===== config.mk =====
export PLATFORM = sky130hd
export DESIGN_NAME = pt_walker
export DESIGN_NICKNAME = d
export VERILOG_FILES = /design/src/rtl/pt_walk_pkg.sv /design/src/rtl/pt_addr_gen.sv /design/src/rtl/pt_perm_check.sv /design/src/rtl/pt_walk_fsm.sv /design/src/rtl/pt_walker.sv
export SDC_FILE = /design/constraint.sdc
export NUM_CORES = 1
export LEC_CHECK = 0
export BUFFER_PORTS_ARGS = -buffer_cell sky130_fd_sc_hd__buf_2
export CORE_MARGIN = 3
export CORE_UTILIZATION = 30
export DETAILED_ROUTE_END_ITERATION = 10
export PLACE_DENSITY_LB_ADDON = 0.12
export RECOVER_POWER = 100
export SLEW_MARGIN = 20
export SYNTH_ARGS = -nofsm -noshare
export SYNTH_HDL_FRONTEND = slang
export SYNTH_SLANG_ARGS = --single-unit
export TNS_END_PERCENT = 10

===== constraint.sdc =====
create_clock -name clk -period 2.8 [get_ports clk]
set_clock_uncertainty 0.15 [all_clocks]
set_input_delay 0.42 -clock clk [delete_from_list [all_inputs] [get_ports clk]]
set_output_delay 0.42 -clock clk [all_outputs]
set_load 0.1 [all_outputs]

===== src/rtl/pt_walk_pkg.sv =====
package pt_walk_pkg;
    localparam int VA_W      = 32;
    localparam int OFF_W     = 12;
    localparam int TBL_W     = 10;
    localparam int DIR_W     = VA_W - OFF_W - TBL_W;
    localparam int BIG_OFF_W = OFF_W + TBL_W;
    localparam int FRAME_W   = VA_W - OFF_W;
    localparam int BIG_W     = VA_W - BIG_OFF_W;
    localparam int FLG_W     = 3;

    localparam int B_P  = 0;
    localparam int B_RW = 1;
    localparam int B_US = 2;
    localparam int B_A  = 5;
    localparam int B_D  = 6;
    localparam int B_PS = 7;

    typedef enum logic [2:0] {
        S_IDLE,
        S_READ_PDE,
        S_UPDATE_PDE,
        S_READ_PTE,
        S_UPDATE_PTE,
        S_DONE,
        S_FAULT
    } walk_state_t;

    typedef enum logic [1:0] {
        FC_NONE        = 2'd0,
        FC_NOT_PRESENT = 2'd1,
        FC_PRIV        = 2'd2,
        FC_WPROT       = 2'd3
    } fault_code_t;
endpackage


===== src/rtl/pt_addr_gen.sv =====
module pt_addr_gen
    import pt_walk_pkg::*;
(
    input  logic [FRAME_W-1:0] dir_frame,
    input  logic [VA_W-1:0]    lin,
    input  logic [FRAME_W-1:0] pde_frame,
    input  logic [FRAME_W-1:0] pte_frame,
    input  logic               big,
    input  logic               bypass,
    output logic [VA_W-1:0]    pde_addr,
    output logic [VA_W-1:0]    pte_addr,
    output logic [VA_W-1:0]    phys
);
    always_comb begin
        pde_addr = {dir_frame, lin[VA_W-1 -: DIR_W], 2'b00};
        pte_addr = {pde_frame, lin[BIG_OFF_W-1 -: TBL_W], 2'b00};
        if (bypass)
            phys = lin;
        else if (big)
            phys = {pde_frame[FRAME_W-1 -: BIG_W], lin[BIG_OFF_W-1:0]};
        else
            phys = {pte_frame, lin[OFF_W-1:0]};
    end
endmodule


===== src/rtl/pt_perm_check.sv =====
module pt_perm_check
    import pt_walk_pkg::*;
(
    input  logic [FLG_W-1:0] upper_flags,
    input  logic [FLG_W-1:0] lower_flags,
    input  logic [1:0]       cpl,
    input  logic             wr,
    output fault_code_t      code
);
    always_comb begin
        code = FC_NONE;
        if (!(upper_flags[B_P] && lower_flags[B_P]))
            code = FC_NOT_PRESENT;
        else if ((cpl == 2'd3) && !(upper_flags[B_US] && lower_flags[B_US]))
            code = FC_PRIV;
        else if (wr && !(upper_flags[B_RW] && lower_flags[B_RW]))
            code = FC_WPROT;
    end

    // a privilege fault is only ever reported for the user level
    always_comb begin
        if (code == FC_PRIV) begin
            assert_priv_user_R7: assert (cpl == 2'd3);
        end
    end
endmodule


===== src/rtl/pt_walk_fsm.sv =====
module pt_walk_fsm
    import pt_walk_pkg::*;
(
    input  logic               clk,
    input  logic               rst_n,
    input  logic               paging_en,
    input  logic               large_en,
    input  logic               req_valid,
    input  logic [VA_W-1:0]    req_lin,
    input  logic               req_write,
    input  logic [1:0]         req_cpl,
    output logic               req_ready,
    output logic               resp_valid,
    output logic               resp_fault,
    output logic [1:0]         fault_code,
    output logic               fault_wr,
    output logic [VA_W-1:0]    fault_addr,
    output logic               mem_req,
    output logic               mem_we,
    output logic [VA_W-1:0]    mem_addr,
    output logic [VA_W-1:0]    mem_wdata,
    input  logic [VA_W-1:0]    mem_rdata,
    input  logic               mem_ack,
    input  logic [VA_W-1:0]    pde_addr,
    input  logic [VA_W-1:0]    pte_addr,
    output logic [VA_W-1:0]    lin_o,
    output logic [FRAME_W-1:0] pde_frame_o,
    output logic [FRAME_W-1:0] pte_frame_o,
    output logic               big_o,
    output logic               bypass_o,
    output logic [FLG_W-1:0]   chk_upper,
    output logic [FLG_W-1:0]   chk_lower,
    output logic [1:0]         chk_cpl,
    output logic               chk_wr,
    input  fault_code_t        chk_code
);
    walk_state_t       state, nxt;
    logic [VA_W-1:0]   lin_q, pde_q, pte_q, fault_addr_q;
    logic              wr_q, big_q, bypass_q, large_q;
    logic [1:0]        cpl_q;
    fault_code_t       code_q;
    logic [VA_W-1:0]   pde_upd, pte_upd, rd_big_upd, rd_pte_upd, ent_old;
    logic              rd_big;

    function automatic logic [VA_W-1:0] mark(input logic [VA_W-1:0] ent, input logic dirty);
        logic [VA_W-1:0] r;
        r = ent;
        r[B_A] = 1'b1;
        if (dirty) r[B_D] = 1'b1;
        return r;
    endfunction

    always_comb begin
        rd_big     = mem_rdata[B_PS] && large_q;
        rd_big_upd = mark(mem_rdata, wr_q);
        rd_pte_upd = mark(mem_rdata, wr_q);
        pde_upd    = mark(pde_q, big_q && wr_q);
        pte_upd    = mark(pte_q, wr_q);
        ent_old    = (state == S_UPDATE_PDE) ? pde_q : pte_q;
    end

    // permission checker operands
    always_comb begin
        chk_cpl = cpl_q;
        chk_wr  = wr_q;
        if (state == S_READ_PTE) begin
            chk_upper = pde_q[FLG_W-1:0];
            chk_lower = mem_rdata[FLG_W-1:0];
        end else begin
            chk_upper = mem_rdata[FLG_W-1:0];
            chk_lower = {FLG_W{1'b1}};
        end
    end

    // next state
    always_comb begin
        nxt = state;
        unique case (state)
            S_IDLE: begin
                if (req_valid) nxt = paging_en ? S_READ_PDE : S_DONE;
            end
            S_READ_PDE: begin
                if (mem_ack) begin
                    if (!mem_rdata[B_P])
                        nxt = S_FAULT;
                    else if (rd_big) begin
                        if (chk_code != FC_NONE)        nxt = S_FAULT;
                        else if (rd_big_upd != mem_rdata) nxt = S_UPDATE_PDE;
                        else                              nxt = S_DONE;
                    end else begin
                        nxt = mem_rdata[B_A] ? S_READ_PTE : S_UPDATE_PDE;
                    end
                end
            end
            S_UPDATE_PDE: begin
                if (mem_ack) nxt = big_q ? S_DONE : S_READ_PTE;
            end
            S_READ_PTE: begin
                if (mem_ack) begin
                    if (chk_code != FC_NONE)          nxt = S_FAULT;
                    else if (rd_pte_upd != mem_rdata) nxt = S_UPDATE_PTE;
                    else                              nxt = S_DONE;
                end
            end
            S_UPDATE_PTE: begin
                if (mem_ack) nxt = S_DONE;
            end
            S_DONE:  nxt = S_IDLE;
            S_FAULT: nxt = S_IDLE;
            default: nxt = S_IDLE;
        endcase
    end

    // state register
    always_ff @(posedge clk) begin
        if (!rst_n) state <= S_IDLE;
        else        state <= nxt;
    end

    // walk context
    always_ff @(posedge clk) begin
        if (!rst_n) begin
            lin_q        <= '0;
            pde_q        <= '0;
            pte_q        <= '0;
            wr_q         <= 1'b0;
            cpl_q        <= 2'd0;
            big_q        <= 1'b0;
            bypass_q     <= 1'b0;
            large_q      <= 1'b0;
            code_q       <= FC_NONE;
            fault_addr_q <= '0;
        end else begin
            if (state == S_IDLE && req_valid) begin
                lin_q    <= req_lin;
                wr_q     <= req_write;
                cpl_q    <= req_cpl;
                bypass_q <= !paging_en;
                large_q  <= large_en;
                big_q    <= 1'b0;
                code_q   <= FC_NONE;
            end
            if (state == S_READ_PDE && mem_ack) begin
                pde_q  <= mem_rdata;
                big_q  <= rd_big;
                if (!mem_rdata[B_P]) code_q <= FC_NOT_PRESENT;
                else if (rd_big)     code_q <= chk_code;
            end
            if (state == S_READ_PTE && mem_ack) begin
                pte_q  <= mem_rdata;
                code_q <= chk_code;
            end
            if (nxt == S_FAULT && state != S_FAULT)
                fault_addr_q <= lin_q;
        end
    end

    // outputs
    always_comb begin
        req_ready  = (state == S_IDLE);
        resp_valid = (state == S_DONE) || (state == S_FAULT);
        resp_fault = (state == S_FAULT);
        fault_code = (state == S_FAULT) ? code_q : FC_NONE;
        fault_wr   = (state == S_FAULT) && wr_q;
        fault_addr = fault_addr_q;
        mem_req    = 1'b0;
        mem_we     = 1'b0;
        mem_addr   = pde_addr;
        mem_wdata  = '0;
        unique case (state)
            S_READ_PDE:   mem_req = 1'b1;
            S_UPDATE_PDE: begin mem_req = 1'b1; mem_we = 1'b1; mem_wdata = pde_upd; end
            S_READ_PTE:   begin mem_req = 1'b1; mem_addr = pte_addr; end
            S_UPDATE_PTE: begin mem_req = 1'b1; mem_we = 1'b1; mem_addr = pte_addr; mem_wdata = pte_upd; end
            default: ;
        endcase
        lin_o       = lin_q;
        pde_frame_o = pde_q[VA_W-1:OFF_W];
        pte_frame_o = pte_q[VA_W-1:OFF_W];
        big_o       = big_q;
        bypass_o    = bypass_q;
    end

    assert_bypass_R1: assert property (@(posedge clk) disable iff (!rst_n)
        (state == S_IDLE && req_valid && !paging_en) |=> (resp_valid && !resp_fault && !mem_req));

    assert_fault_addr_R4: assert property (@(posedge clk) disable iff (!rst_n)
        resp_fault |-> (fault_addr == lin_q));

    assert_wb_changes_R5: assert property (@(posedge clk) disable iff (!rst_n)
        (mem_req && mem_we) |-> (mem_wdata != ent_old));

    assert_dirty_on_write_R6: assert property (@(posedge clk) disable iff (!rst_n)
        (mem_req && mem_we && mem_wdata[B_D] && !ent_old[B_D]) |-> wr_q);

    assert_mem_hold_R9: assert property (@(posedge clk) disable iff (!rst_n)
        (mem_req && !mem_ack) |=> (mem_req && $stable(mem_addr) && $stable(mem_we)));

    assert_resp_pulse_R9: assert property (@(posedge clk) disable iff (!rst_n)
        resp_valid |=> !resp_valid);
endmodule


===== src/rtl/pt_walker.sv =====
module pt_walker
    import pt_walk_pkg::*;
(
    input  logic               clk,
    input  logic               rst_n,
    input  logic               paging_en,
    input  logic               large_en,
    input  logic [FRAME_W-1:0] dir_frame,
    input  logic               req_valid,
    output logic               req_ready,
    input  logic [VA_W-1:0]    req_lin,
    input  logic               req_write,
    input  logic [1:0]         req_cpl,
    output logic               resp_valid,
    output logic               resp_fault,
    output logic [VA_W-1:0]    resp_phys,
    output logic [1:0]         fault_code,
    output logic               fault_wr,
    output logic [VA_W-1:0]    fault_addr,
    output logic               mem_req,
    output logic               mem_we,
    output logic [VA_W-1:0]    mem_addr,
    output logic [VA_W-1:0]    mem_wdata,
    input  logic [VA_W-1:0]    mem_rdata,
    input  logic               mem_ack
);
    logic [VA_W-1:0]    pde_addr, pte_addr, lin_w;
    logic [FRAME_W-1:0] pde_frame, pte_frame;
    logic               big_w, bypass_w, chk_wr;
    logic [FLG_W-1:0]   chk_upper, chk_lower;
    logic [1:0]         chk_cpl;
    fault_code_t        chk_code;

    pt_walk_fsm u_fsm (
        .clk        (clk),
        .rst_n      (rst_n),
        .paging_en  (paging_en),
        .large_en   (large_en),
        .req_valid  (req_valid),
        .req_lin    (req_lin),
        .req_write  (req_write),
        .req_cpl    (req_cpl),
        .req_ready  (req_ready),
        .resp_valid (resp_valid),
        .resp_fault (resp_fault),
        .fault_code (fault_code),
        .fault_wr   (fault_wr),
        .fault_addr (fault_addr),
        .mem_req    (mem_req),
        .mem_we     (mem_we),
        .mem_addr   (mem_addr),
        .mem_wdata  (mem_wdata),
        .mem_rdata  (mem_rdata),
        .mem_ack    (mem_ack),
        .pde_addr   (pde_addr),
        .pte_addr   (pte_addr),
        .lin_o      (lin_w),
        .pde_frame_o(pde_frame),
        .pte_frame_o(pte_frame),
        .big_o      (big_w),
        .bypass_o   (bypass_w),
        .chk_upper  (chk_upper),
        .chk_lower  (chk_lower),
        .chk_cpl    (chk_cpl),
        .chk_wr     (chk_wr),
        .chk_code   (chk_code)
    );

    pt_addr_gen u_addr (
        .dir_frame (dir_frame),
        .lin       (lin_w),
        .pde_frame (pde_frame),
        .pte_frame (pte_frame),
        .big       (big_w),
        .bypass    (bypass_w),
        .pde_addr  (pde_addr),
        .pte_addr  (pte_addr),
        .phys      (resp_phys)
    );

    pt_perm_check u_perm (
        .upper_flags (chk_upper),
        .lower_flags (chk_lower),
        .cpl         (chk_cpl),
        .wr          (chk_wr),
        .code        (chk_code)
    );
endmodule


==> results of run 1 <==
## cells in the mapped netlist (all sizes together)
cell,instances,area share [%]
xnor2,1,0.14
nand3b,2,0.43
a221oi,1,0.14
o22ai,2,0.51
mux2,40,7.0
nand2b,3,0.29
o2111ai,1,0.14
and2,4,0.39
clkbuf,49,2.9
nand4b,1,0.14
a21boi,34,4.0
dfxtp,137,43
buf,28,3.3
a32oi,1,0.14
o22a,1,0.14
conb,1,0.058
a22oi,1,0.12
and3,3,0.29
a211oi,1,0.20
inv,5,0.29
nor2,6,0.35
mux2i,42,6.6
o21a,2,0.23
nand2,281,16
nor3,4,0.31
nand4,1,0.098
a32o,1,0.16
nand3,2,0.16
nor4bb,1,0.16
nor2b,4,0.39
a31oi,1,0.098
o211a,1,0.16
a21oi,72,5.6
a22o,30,4.1
o21ai,17,1.3
nor4,1,0.33
or2,2,0.20
## power by group
group | internal (mW) | switching [mW] | leakage [nW] | total [mW]
registers | 2.05 | 0.105 | 1.11 | 2.15
clock network | 1.44 | 0.913 | 0.292 | 2.35
logic | 0.548 | 1.30 | 2.14 | 1.85
total | 4.03 | 2.32 | 3.54 | 6.35
## logic make-up (layout without fill, tap and decap cells)
group / Yosys count / count (layout)
AOI/OAI and AO/OA: 166 / 166
xor gates and xnor gates: 1 / 1
buffers and inverters: 82 / 289
DFF: 137 / 137
muxes: 82 / 82
other: 1 / 2
and+or+nand+nor: 315 / 315
## routing by layer
layer / up-vias / share of wire [%] / wire length [µm]
met5: - / 0 / 0
met4: 0 / 1.2 / 281
met3: 22 / 6.6 / 1470
met2: 187 / 48 / 10800
met1: 2794 / 44 / 9980
li1: 3006 / - / -
## critical path, stage by stage (launching register included)
cell,delay (ps)
dfxtp_1,490
buf_12,240
nor2_1,80
buf_2,290
mux2_2,410
buf_12,170
## state kept, by name (all words and copies together) (netlist names)
register	cells
u_fsm.state	3
u_fsm.chk_wr	1
u_fsm.fault_addr	32
u_fsm.big_o	1
u_fsm.code_q	2
u_fsm.pde_q	31
u_fsm.pte_q	31
u_fsm.lin_o	32
u_fsm.large_q	1
u_fsm.chk_cpl	2
u_fsm.bypass_o	1
## area by class of cell
cell class	count	area [µm²]	area share, %
Clock inverter	12	166	1.82
Inverter	5	18.8	0.206
Timing Repair Buffer	252	2140	23.4
Multi-Input combinational cell	566	3270	35.8
Tap cell	270	338	3.70
Sequential cell	137	2750	30.1
Clock buffer	20	447	4.90
## path summary, 6_finish.rpt
| check | startpoint | end | slack (ps) | cells after the start |
|---|---|---|---|---|
| min reg2reg | u_fsm.pde_q[7]$_SDFFE_PN0P_ | u_fsm.pde_q[7]$_SDFFE_PN0P_ | 310 | 2 |
| max | u_fsm.big_o$_SDFFE_PN0P_ | resp_phys[18] | 110 | 5 |
| max reg2reg | u_fsm.state[1]$_SDFF_PN0_ | u_fsm.fault_addr[14]$_SDFFE_PN0P_ | 280 | 7 |
| min | req_lin[9] | u_fsm.lin_o[9]$_SDFFE_PN0P_ | 80 | 3 |
## what timing repair did
action	in CTS	in global routing
pin swaps	0	0
endpoints found under the setup margin	31	33
resized for setup	2	3
## stage by stage
step | cells | TNS (ps)
2_1_floorplan | 785 | -2630
3_3_place_gp | 1230 | 0
3_5_place_dp | 1230 | 0
4_1_cts | 1262 | 0
5_1_grt | 1262 | 0
6_report | 1262 | 0
==> out/qor.yml, run 1 <==
synth:
  synth_compound_area_share_pct: 17.0
  ys_seq_area_share_pct: 42.8
  ys_ff_latch: 137
  syn_inst: 784
  synth_fa_ha_area_share_pct: 0
  syn_area_um2: 6410
  yosysWarnings: 0
  synth_top_family_by_area: "simple AND/OR/NAND/NOR gates"
  synth-simple-area-share_pct: 20.0
  synthMuxAreaShare_pct: 13.6
  yosys.cell_types.count: 43
  avgSynthCellArea_um2: 8.18
  synthXorXnorAreaFrac_pct: 0.137
run_status:
  status: "completed"
pwr:
  p_leak_nw: 3.54
  peakVddDrop_mv: 0.387
  p_per_area_nw_per_um2: 696
  totalPowerFinal_mw: 6.35
global_route:
  grt_usage_pct: 19.1
  grt_pass1_wl_um: 34900
  gr-total-overflow: 0
  grtUsageMet3_pct: 5.48
  top_usage_layer: "met2"
  grt_pass1_vias: 5777
  gr-usage-met2_pct: 30.6
  grt_max_degree: 41
  antenna_found_initial: 0
  use_met1_pct: 25.3
sta:
  slew-limit-headroom_pct: 15.8
  timing.final.ws_setup_ps: 111
  fmax_mhz: 372
  slew_viol_final: 0
  holdWs_ps: 75.8
  period_minus_slack_ps: 2690
  rsz0062_at_grt: "false"
  hold_violations: 0
  tightest_slew_ps: 1270
  finalSetupViolations: 0
  min_period_over_period_pct: 96.0
floorplan:
  core_um2: 20600
  die_h_um: 152
  placementRows: 52
  die_w_um: 152
  dieArea_um2: 23200
  ioPinCount: 229
  initial_core_util_pct: 31.1
setup_path:
  critPathMaxFanout: 10
  crit_required_ps: 2230
  cp.arrival_ps: 2120
  path_class: "reg2out"
  critPathLaunchType: "flop"
  endpoint_kind: "primary output"
route:
  dr.first_iter.drc_count: 298
  wire_per_inst_um: 17.8
  vias_per_cell: 4.76
  final_antenna_net_count: 0
  drt_pass1_iterations: 4
  post-route-drc-count: 0
  wirelength_um: 22500
  vias: 6009
final_layout:
  area_delta_synth_final_pct: 42.3
  layout.nets: 1072
  final_util_pct: 44.2
  n_antenna_cell: 0
  layout_common_cells: "nand2_1 (281), dfxtp_1 (134), buf_2 (92)"
  drive_gt1_share_pct: 26.6
  final_common_cell: "nand2_1"
  fill_cells: 2115
  final_area_um2: 9120
clocking:
  cts_tree: "yes"
  clock-sinks: 137
  post-cts-setup-buffers: 0
  cts_inserted_buffers: 17
  cts-htree-levels: 4
  cts_root_buffer: "clkbuf_16"
  clk_latency_ps: 420
  cts_hold_buf: 0
  ctsLongestPathBuffers: 2
  path_clk_slew_ps: 60
worst_hold_path:
  worstHoldPathType: "in2reg"
placed_design:
  routabilityCongestion: 0.829
  dpl.hpwl_um: 16300
  portBuffers: 226
  pre_cts_ws_ps: 297
  place_area_um2: 8910
flow_run:
  max_cap_viol_count: 0
No activity file was read; power rests on OpenSTA's default activity.
==> inputs of run 2 (changes only) <==
--- a/config.mk
+++ b/config.mk
@@ -5,7 +5,7 @@
 export SDC_FILE = /design/constraint.sdc
 export NUM_CORES = 1
 export LEC_CHECK = 0
-export BUFFER_PORTS_ARGS = -buffer_cell sky130_fd_sc_hd__buf_2
+export BUFFER_PORTS_ARGS = -buffer_cell sky130_fd_sc_hd__clkbuf_2
 export CORE_MARGIN = 3
 export CORE_UTILIZATION = 30
 export DETAILED_ROUTE_END_ITERATION = 10
==> out/qor.yml, run 2 (same netlist as run 1, synthesis figures left out) <==
flow_run:
  max_cap_viol_count: 0
setup_path:
  critPathLaunchType: "flop"
  crit_chain: "inv_1 -> nor3_2 -> nand2b_2 -> buf_6 -> mux2_2 -> buf_12"
  cpMaxStageDelayCell: "dfxtp_2"
  crit_family: "buffers and inverters"
  r2r_start: "u_fsm.state[0]$_SDFF_PN0_"
  reg2reg_to: "u_fsm.fault_addr[13]$_SDFFE_PN0P_"
  endpoint_kind: "primary output"
  critPathMaxStageDelay_ps: 400
  ff2ff_setup_slack_ps: 250
  critPathMaxFanout: 18
  reg2reg_depth: 7
  crit_start: "u_fsm.state[2]$_SDFF_PN0_"
  path_class: "reg2out"
  cp.arrival_ps: 2110
  cp.depth: 6
  endpoint: "mem_addr[9]"
  critPathBufInv: 3
  crit_required_ps: 2230
sta:
  tightest_slew_ps: 1280
  slew_viol_final: 0
  min_period_over_period_pct: 95.9
  slew-limit-headroom_pct: 14.8
  finalSetupViolations: 0
  hold_violations: 0
  period_minus_slack_ps: 2680
  fmax_mhz: 373
global_route:
  grt_pass1_vias: 5708
  gr-total-overflow: 0
  antenna_found_initial: 0
  grt_usage_pct: 18.7
  grt_pass1_wl_um: 34300
  grt_max_degree: 50
final_layout:
  fin_cells: 1261
  final_util_pct: 45.8
  n_antenna_cell: 0
  final_common_cell: "nand2_1"
  drive_gt1_share_pct: 29.2
  layout_common_cells: "nand2_1 (281), dfxtp_1 (134), clkbuf_2 (108)"
  fill_cells: 2074
  layout.nets: 1071
  area_delta_synth_final_pct: 47.3
  multi_input_area_um2: 3280
  seq_area_um2: 2750
  final_area_um2: 9450
pwr:
  p_sw_mw: 2.31
  netSwitchingFraction_pct: 34.9
  p_per_area_nw_per_um2: 700
  comb_power_share_pct: 28.1
  peakVddDrop_mv: 0.410
  p_leak_nw: 3.63
  pwr-share-clk_pct: 39.4
  seqPwrFrac_pct: 32.5
  internal-power_mw: 4.31
clocking:
  clock-sinks: 137
  cts-htree-levels: 4
  clk_latency_ps: 410
  cts_hold_buf: 0
  post-cts-setup-buffers: 0
  cts_inserted_buffers: 17
  cts_tree: "yes"
  cts_root_buffer: "clkbuf_16"
  ctsLongestPathBuffers: 2
  path_clk_slew_ps: 70
run_status:
  status: "completed"
worst_hold_path:
  worstHoldPathType: "in2reg"
route:
  drt_pass1_iterations: 5
  wirelength_um: 22500
  vias_per_cell: 4.76
  post-route-drc-count: 0
  vias: 5998
  final_antenna_net_count: 0
  wire_per_inst_um: 17.8
  dr.first_iter.drc_count: 289
placed_design:
  place_area_um2: 8870
  dpl.hpwl_um: 16300
  portBuffers: 226
  routabilityCongestion: 0.844
  dpl.cell_count: 1229
floorplan:
  core_um2: 20600
  ioPinCount: 229
  die_w_um: 152
  dieArea_um2: 23200
  initial_core_util_pct: 31.1
  placementRows: 52
  die_h_um: 152
==> run 2: cell types whose count changed in the layout (fill, tap and decap cells not counted), sizes merged <==
cell	before	now
clkinv	4	2
bufinv	3	6
clkbuf	103	173
dlymetal6s2s	1	0
buf	168	97
==> run 2: routing by layer <==
metal / vias up / share of wire [%] / global-route usage (%)
li1: 2998 / - / -
met1: 2818 / 45 / 24.8
met2: 169 / 47 / 30.4
met3: 13 / 6.5 / 5.77
met4: 0 / 0.85 / 3.51
met5: - / 0 / 0
==> run 2: through the flow <==
step	hold slack [ps]	setup TNS, ps	setup WS [ps]	power (mW)
2_1_floorplan	287	-2630	-504	3.48
6_report	63.1	0	116	6.62
5_1_grt	66.1	-33.1	-12.3	6.86
4_1_cts	50.5	0	23.3	6.70
3_3_place_gp	291	0	346	4.08
3_5_place_dp	298	0	318	4.08
==> run 2: repair_timing <==
action                                  4_1_cts  5_1_grt
hold endpoints to repair                      0        0
endpoints found under the setup margin       25       33
cloned                                        0        0
resized for setup                             2        4
==> run 2: final cells by class <==
cell class	count	area share (%)
Clock buffer	19	4.69
Clock inverter	13	2.53
Inverter	5	0.199
Multi-Input combinational cell	566	34.7
Sequential cell	137	29.1
Tap cell	270	3.57
Timing Repair Buffer	251	25.3
==> run 2: worst min path at each step <==
stage	from	endpoint	slack, ps	cells past startpoint
3_5_place_dp	u_fsm.fault_addr[3]$_SDFFE_PN0P_	u_fsm.fault_addr[3]$_SDFFE_PN0P_	300	2
5_1_grt	req_lin[4]	u_fsm.lin_o[4]$_SDFFE_PN0P_	70	3
3_3_place_gp	u_fsm.fault_addr[6]$_SDFFE_PN0P_	u_fsm.fault_addr[6]$_SDFFE_PN0P_	290	2
6_report	req_lin[7]	u_fsm.lin_o[7]$_SDFFE_PN0P_	60	3
4_1_cts	req_lin[7]	u_fsm.lin_o[7]$_SDFFE_PN0P_	50	3
2_1_floorplan	u_fsm.pde_q[10]$_SDFFE_PN0P_	u_fsm.pde_q[10]$_SDFFE_PN0P_	290	2
==> run 2: power by group through the flow <==
stage,clock (mW),combinational [mW],sequential [mW]
after floorplan,0,1.28,2.20
after global placement,0,1.88,2.20
after detailed placement,0,1.89,2.20
after CTS,2.65,1.89,2.15
after global routing,2.74,1.95,2.17
final,2.61,1.86,2.15
==> run 2: worst register-to-register path, stage by stage (launching register included) <==
cell	delay (ps)
dfxtp_2	480
nand3b_4	160
o21ai_0	350
nor4_1	140
a211oi_1	360
o22a_2	230
buf_6	350
mux2i_1	270
